### config.mk
export PLATFORM = sky130hd
export DESIGN_NAME = flash_sector_guard
export DESIGN_NICKNAME = d
export VERILOG_FILES = /design/src/rtl/fsg_pkg.sv /design/src/rtl/fsg_sector_decode.sv /design/src/rtl/fsg_lock_bank.sv /design/src/rtl/fsg_id_mux.sv /design/src/rtl/flash_sector_guard.sv
export SDC_FILE = /design/constraint.sdc
export NUM_CORES = 1
export LEC_CHECK = 0
export ABC_AREA = 0
export BUFFER_PORTS_ARGS = -buffer_cell sky130_fd_sc_hd__buf_4
export CELL_PAD_IN_SITES_DETAIL_PLACEMENT = 2
export CELL_PAD_IN_SITES_GLOBAL_PLACEMENT = 2
export CORE_MARGIN = 2
export CORE_UTILIZATION = 31
export DETAILED_ROUTE_END_ITERATION = 8
export HOLD_SLACK_MARGIN = 0.1
export PLACE_DENSITY = 0.73
export RECOVER_POWER = 100
export SLEW_MARGIN = 40
export SYNTH_ARGS = -nofsm -noshare
export SYNTH_HDL_FRONTEND = slang
export SYNTH_HIERARCHICAL = 1
export SYNTH_SLANG_ARGS = --single-unit
### constraint.sdc
create_clock -name clk -period 1.7 [get_ports clk]
set_input_delay 0.34 -clock clk [delete_from_list [all_inputs] [get_ports clk]]
set_output_delay 0.34 -clock clk [all_outputs]
set_load 0.05 [all_outputs]
### src/rtl/fsg_pkg.sv
package fsg_pkg;

  localparam int NUM_SECTORS  = 22;
  localparam int SECT_IDX_W   = $clog2(NUM_SECTORS);
  localparam int WORD_ADDR_W  = 19;
  localparam int BIG_SECT_W   = 15;   // 32K-word sectors
  localparam int SMALL_AREA_W = 16;   // 64K-word area holding the small sectors
  localparam int ID_OFS_W     = 12;   // smallest sector is 4K words
  localparam int ID_W         = 16;

  typedef enum logic [2:0] {
    OP_NONE   = 3'd0,
    OP_PROG   = 3'd1,
    OP_SERASE = 3'd2,
    OP_CERASE = 3'd3,
    OP_LOCK   = 3'd4,
    OP_IDRD   = 3'd5
  } fsg_op_e;

  localparam logic [ID_W-1:0] MFR_CODE     = 16'h001F;
  localparam logic [ID_W-1:0] DEV_CODE_BOT = 16'h00CB;
  localparam logic [ID_W-1:0] DEV_CODE_TOP = 16'h004A;

  // Index of a small sector within its 64K-word area, from address bits 15:12.
  function automatic logic [2:0] small_slot(input logic [3:0] nib);
    logic [2:0] s;
    case (nib)
      4'h0, 4'h1:               s = 3'd0;
      4'h2, 4'h3, 4'h4, 4'h5:   s = 3'd1;
      4'h6:                     s = 3'd2;
      4'h7:                     s = 3'd3;
      4'h8:                     s = 3'd4;
      4'h9:                     s = 3'd5;
      4'hE, 4'hF:               s = 3'd7;
      default:                  s = 3'd6;
    endcase
    return s;
  endfunction

endpackage

### src/rtl/fsg_sector_decode.sv
module fsg_sector_decode
  import fsg_pkg::*;
#(
  parameter int TOP_BOOT = 0,
  parameter int ADDR_W   = WORD_ADDR_W,
  parameter int IDX_W    = SECT_IDX_W
) (
  input  logic [ADDR_W-1:0] addr,
  output logic [IDX_W-1:0]  idx,
  output logic              plane_b
);
  localparam int HI_W        = ADDR_W - SMALL_AREA_W;
  localparam int BIG_W       = ADDR_W - BIG_SECT_W;
  localparam int BIG_PER_AREA = 2 ** (SMALL_AREA_W - BIG_SECT_W);
  localparam int SMALL_COUNT = 8;
  localparam int BIG_COUNT   = 2 ** BIG_W - BIG_PER_AREA;

  logic [HI_W-1:0]  area;
  logic [BIG_W-1:0] big;
  logic [2:0]       slot;
  logic             in_small;

  assign area = addr[ADDR_W-1:SMALL_AREA_W];
  assign big  = addr[ADDR_W-1:BIG_SECT_W];
  assign slot = small_slot(addr[SMALL_AREA_W-1:ID_OFS_W]);

  generate
    if (TOP_BOOT != 0) begin : g_top
      assign in_small = (area == {HI_W{1'b1}});
      assign idx = in_small ? IDX_W'(BIG_COUNT) + IDX_W'(slot) : IDX_W'(big);
    end else begin : g_bottom
      assign in_small = (area == '0);
      assign idx = in_small ? IDX_W'(slot)
                            : IDX_W'(big) + IDX_W'(SMALL_COUNT - BIG_PER_AREA);
    end
  endgenerate

  assign plane_b = !in_small;

endmodule

### src/rtl/fsg_lock_bank.sv
module fsg_lock_bank
  import fsg_pkg::*;
#(
  parameter int N     = NUM_SECTORS,
  parameter int IDX_W = SECT_IDX_W
) (
  input  logic             clk,
  input  logic             por_n,
  input  logic             set_en,
  input  logic [IDX_W-1:0] set_idx,
  output logic [N-1:0]     lock_q
);
  generate
    for (genvar i = 0; i < N; i++) begin : g_bit
      always_ff @(posedge clk or negedge por_n) begin
        if (!por_n)                                   lock_q[i] <= 1'b0;
        else if (set_en && (set_idx == IDX_W'(i)))    lock_q[i] <= 1'b1;
      end
    end
  endgenerate
endmodule

### src/rtl/fsg_id_mux.sv
module fsg_id_mux
  import fsg_pkg::*;
#(
  parameter logic [ID_W-1:0] DEV_CODE = DEV_CODE_BOT
) (
  input  logic [ID_OFS_W-1:0] offset,
  input  logic                lock_bit,
  output logic [ID_W-1:0]     data
);
  always_comb begin
    case (offset)
      ID_OFS_W'(0): data = MFR_CODE;
      ID_OFS_W'(1): data = DEV_CODE;
      ID_OFS_W'(2): data = {{(ID_W-1){1'b0}}, lock_bit};
      default:      data = '0;
    endcase
  end
endmodule

### src/rtl/flash_sector_guard.sv
module flash_sector_guard
  import fsg_pkg::*;
#(
  parameter int TOP_BOOT = 0
) (
  input  logic                   clk,
  input  logic                   por_n,
  input  logic                   rst_n,
  input  logic                   req_valid,
  input  logic [2:0]             req_op,
  input  logic [WORD_ADDR_W-1:0] req_addr,
  input  logic                   hv_override,
  output logic                   rsp_valid,
  output logic [SECT_IDX_W-1:0]  rsp_sector,
  output logic                   rsp_plane,
  output logic                   rsp_permit,
  output logic                   rsp_quick_abort,
  output logic [NUM_SECTORS-1:0] rsp_erase_mask,
  output logic [ID_W-1:0]        rsp_id_data
);
  localparam logic [ID_W-1:0] DEV_CODE = (TOP_BOOT != 0) ? DEV_CODE_TOP : DEV_CODE_BOT;

  logic [SECT_IDX_W-1:0]  sec_idx;
  logic                   sec_plane_b;
  logic [NUM_SECTORS-1:0] lock_q;
  logic [ID_W-1:0]        id_word;
  logic                   sec_locked;
  logic                   lock_set;
  logic                   any_rst_n;

  logic                   nx_permit;
  logic                   nx_abort;
  logic [NUM_SECTORS-1:0] nx_mask;
  logic [NUM_SECTORS-1:0] own_bit;
  logic [NUM_SECTORS-1:0] free_mask;
  logic [ID_W-1:0]        nx_id;

  assign any_rst_n = rst_n & por_n;

  fsg_sector_decode #(.TOP_BOOT(TOP_BOOT)) u_decode (
    .addr    (req_addr),
    .idx     (sec_idx),
    .plane_b (sec_plane_b)
  );

  assign lock_set = req_valid && (req_op == OP_LOCK);

  fsg_lock_bank u_locks (
    .clk     (clk),
    .por_n   (por_n),
    .set_en  (lock_set),
    .set_idx (sec_idx),
    .lock_q  (lock_q)
  );

  assign sec_locked = lock_q[sec_idx];

  fsg_id_mux #(.DEV_CODE(DEV_CODE)) u_id (
    .offset   (req_addr[ID_OFS_W-1:0]),
    .lock_bit (sec_locked),
    .data     (id_word)
  );

  assign own_bit   = NUM_SECTORS'(1) << sec_idx;
  assign free_mask = hv_override ? {NUM_SECTORS{1'b1}} : ~lock_q;

  always_comb begin
    nx_permit = 1'b0;
    nx_abort  = 1'b0;
    nx_mask   = '0;
    nx_id     = '0;
    case (req_op)
      OP_PROG: nx_permit = !sec_locked || hv_override;
      OP_SERASE: begin
        nx_permit = !sec_locked || hv_override;
        nx_abort  = !nx_permit;
        nx_mask   = nx_permit ? own_bit : '0;
      end
      OP_CERASE: begin
        nx_mask   = free_mask;
        nx_permit = |free_mask;
      end
      OP_LOCK: nx_permit = 1'b1;
      OP_IDRD: nx_id     = id_word;
      default: ;
    endcase
  end

  always_ff @(posedge clk or negedge any_rst_n) begin
    if (!any_rst_n) begin
      rsp_valid       <= 1'b0;
      rsp_sector      <= '0;
      rsp_plane       <= 1'b0;
      rsp_permit      <= 1'b0;
      rsp_quick_abort <= 1'b0;
      rsp_erase_mask  <= '0;
      rsp_id_data     <= '0;
    end else begin
      rsp_valid <= req_valid;
      if (req_valid) begin
        rsp_sector      <= sec_idx;
        rsp_plane       <= sec_plane_b;
        rsp_permit      <= nx_permit;
        rsp_quick_abort <= nx_abort;
        rsp_erase_mask  <= nx_mask;
        rsp_id_data     <= nx_id;
      end else begin
        rsp_permit      <= 1'b0;
        rsp_quick_abort <= 1'b0;
        rsp_erase_mask  <= '0;
      end
    end
  end

endmodule

==> impl_metrics.json <==
{
  "outcome": "finished with violations",
  "violations": "setup timing",
  "synth_seq_cells": 69,
  "yosys-top-cells-area": "dfrtp_1 47%, o21ai_0 5.3%, inv_1 4.6%",
  "critPathCaptureType": "register",
  "overflow": 0,
  "critPathBufInv": 5,
  "hpwlAfterDp_um": 8800,
  "diodes": 0,
  "grt_pass1_wl_um": 22500,
  "seq_power_share": 0.339,
  "synth_top_cell_by_area": "dfrtp_1",
  "cts_buffers": 9,
  "vias": 3474,
  "slew_viol_final": 0,
  "die-area_sq_um": 12700,
  "die_y_um": 113,
  "rsz0062_at_grt": "yes",
  "fin_tns_setup_ns": -22.24,
  "fmax_mhz": 375,
  "area_growth_pct": 55.9,
  "p_int_w": 0.00376,
  "fp.dieW_um": 113,
  "cellLeakagePower_nw": 2.75,
  "yosys.area.top_type_share": 0.472,
  "r2r_cells": 6,
  "ios": 74,
  "rows": 39,
  "port_buffers": 73,
  "nNetsFinal": 536,
  "antenna_left": 0,
  "max_stage_delay_ns": 0.51,
  "cts-htree-levels": 3,
  "use_met3": 0.0491,
  "crit_start": "req_addr[17]",
  "p_switching_w": 0.00160,
  "top_usage_layer": "met2",
  "final_cell_mix": "135 x buf_4, 69 x dfrtp_1, 43 x inv_1, 38 x o21ai_0, 26 x nand2_1",
  "wl_per_cell_um": 23.1,
  "maxCapViolations": 0,
  "r2r_start": "u_locks/lock_q[5]",
  "antenna_found_initial": 0,
  "final_common_cell": "buf_4",
  "syn_area_sq_um": 3650,
  "synth_ff_type": "dfrtp_1",
  "drt_wl_total_um": 15200,
  "cp.required_ns": 1.96,
  "arrival_ns": 2.93,
  "grt_use_met2": 0.397,
  "hp-class": "primary input to asynchronous set/reset pin",
  "gp_congestion": 0.802,
  "grt_max_degree": 48,
  "p_clk_frac": 0.415,
  "critPathTopFamily": "compound AO/OA/AOI/OAI gates",
  "p_sw_frac": 0.298,
  "worst-path-stages": 13,
  "first_iter_violations": 183,
  "r2r-end": "rsp_erase_mask[0]",
  "dpl_cell_area_sq_um": 4740,
  "firstDrtPassIters": 4,
  "crit_end": "rsp_erase_mask[0]",
  "fill_cells": 1149,
  "startpoint_type": "primary input",
  "first_global_vias": 3894,
  "clockBufferDepth": 2,
  "drc": 0,
  "clk_latency_ns": 0.34,
  "crit_type": "primary input to register",
  "use_met1": 0.278,
  "peakVddDrop_uv": 468,
  "p_per_area_nw_per_um2": 941,
  "yosysUniqueCellTypes": 65,
  "combPwrFrac": 0.246,
  "slew_headroom": 0.589,
  "r2r_slack_ns": -0.43,
  "cts_root_buf": "clkbuf_16",
  "tightest_slew_ns": 0.617,
  "yosysSeqAreaShare": 0.472,
  "core_area_sq_um": 11500,
  "initial_utilization": 0.319,
  "yosysWarnings": 6,
  "gr-usage-all-layers": 0.229,
  "fin_area_sq_um": 5700,
  "critPathMaxFanout": 5,
  "syn_inst": 361,
  "crit_chain": "buf_12, inv_12, ha_4, nand2b_4, buf_6, a21oi_4, buf_6, mux2_4, a2111oi_4, buf_4, a311oi_4, or4_4, a21oi_2",
  "finalCriticalPeriod_ns": 2.67,
  "cp_common_cell": "buf_6",
  "vias_per_cell": 5.30,
  "setup_ws_ns": -0.967,
  "slowest_stage": "or4_4",
  "clk_pin_slew_ns": 0.06,
  "cts_tree": "yes",
  "drive_gt1_frac": 0.484,
  "synth-edff-count": 0,
  "cts_sinks": 69,
  "period_share": 1.57,
  "async_flop_share": 1.00,
  "hold_viol": 0,
  "syn_avg_cell_area_sq_um": 10.1,
  "fin_skew_ns": 0.00764,
  "setup_viol": 34
}
sequential cells by signal, indices dropped and copies added, names as in the netlist:
register,count
rsp_erase_mask,22
u_locks/lock_q,22
rsp_id_data,16
rsp_sector,5
rsp_permit,1
rsp_plane,1
rsp_quick_abort,1
rsp_valid,1
worst min-delay path by stage:
stage | end | cells past startpoint | start | slack (ns)
3_3_place_gp | u_locks/lock_q[10] | 1 | por_n | 0.26
6_report | rsp_erase_mask[8] | 3 | rst_n | 0.09
3_5_place_dp | u_locks/lock_q[10] | 1 | por_n | 0.26
2_1_floorplan | u_locks/lock_q[0] | 0 | por_n | 0.04
5_1_grt | rsp_erase_mask[11] | 3 | rst_n | 0.12
4_1_cts | rsp_erase_mask[8] | 3 | rst_n | 0.11
synth_stat cells (3+ instances only):
library cell and count:
clkbuf_1 13, buf_2 3, nor4_1 4, o21bai_1 3, inv_1 45, a31o_2 3, nor3_1 4, o21ai_2 3
buf_4 13, nand2b_1 8, a31o_1 3, o31ai_1 10, a21oi_1 8, mux2_2 6, or4_1 4, o21ai_0 39
o41ai_1 8, dfrtp_1 69, a21o_1 10, mux2i_1 7, nand2_1 26, and2_1 4, nand4_1 4, nor3b_1 3
nor2_1 8
worst min-delay path, cell delays in order:
cell and delay, ns:
buf_4 0.07, and2_2 0.15, buf_12 0.24
layer usage:
layer	share of wire	wire, um
met4	0.028	427
met3	0.040	602
met2	0.51	7800
met1	0.42	6320
met5	0	0
stage by stage:
stage	std cells	util	power [W]	hold slack [ns]	worst slack, ns
floorplan	369	-	0.00242	0.0444	-1.07
global placement	612	0.413	0.00283	0.256	-1.14
detailed placement	612	0.413	0.00287	0.258	-1.34
CTS	646	0.479	0.00523	0.109	-0.835
global route	655	0.497	0.00553	0.122	-1.03
finish	655	0.497	0.00536	0.0913	-0.967
cell type report:
type / count / area (sq um) / share of cell area
clock buffers: 10 / 239 / 0.0419
clock inverters: 6 / 109 / 0.0191
inverters: 45 / 186 / 0.0327
multi-input cells: 225 / 1960 / 0.344
flip-flops and latches: 69 / 1730 / 0.303
well taps: 143 / 179 / 0.0314
repair buffers: 157 / 1300 / 0.228
what timing repair did:
| action | CTS | global route |
|---|---|---|
| pin swaps | 30 | 11 |
| gates resized for setup | 46 | 25 |
| hold endpoints to repair | 22 | 0 |
| gates cloned | 1 | 1 |
| buffers inserted | 17 | 9 |
| hold buffers | 1 | 0 |
| setup endpoints to repair | 42 | 47 |
power by group through the flow:
stage	combinational [W]	sequential, W	clock, W
after global routing	0.00138	0.00183	0.00233
after floorplan	0.000428	0.00199	0
after global placement	0.00100	0.00183	0
after CTS	0.00118	0.00181	0.00223
final	0.00132	0.00182	0.00223
after detailed placement	0.00104	0.00184	0
cell families after synthesis:
group,count (synthesis),synth area share
AND/OR/NAND/NOR,93,0.166
flip-flops,69,0.472
AO/OA/AOI/OAI,103,0.204
other,1,0.00103
XOR/XNOR,1,0.00240
multiplexers,15,0.0479
adder cells (fa/ha/maj),3,0.00993
buffers and inverters,76,0.0965
No activity file was read; power rests on OpenSTA's default activity.
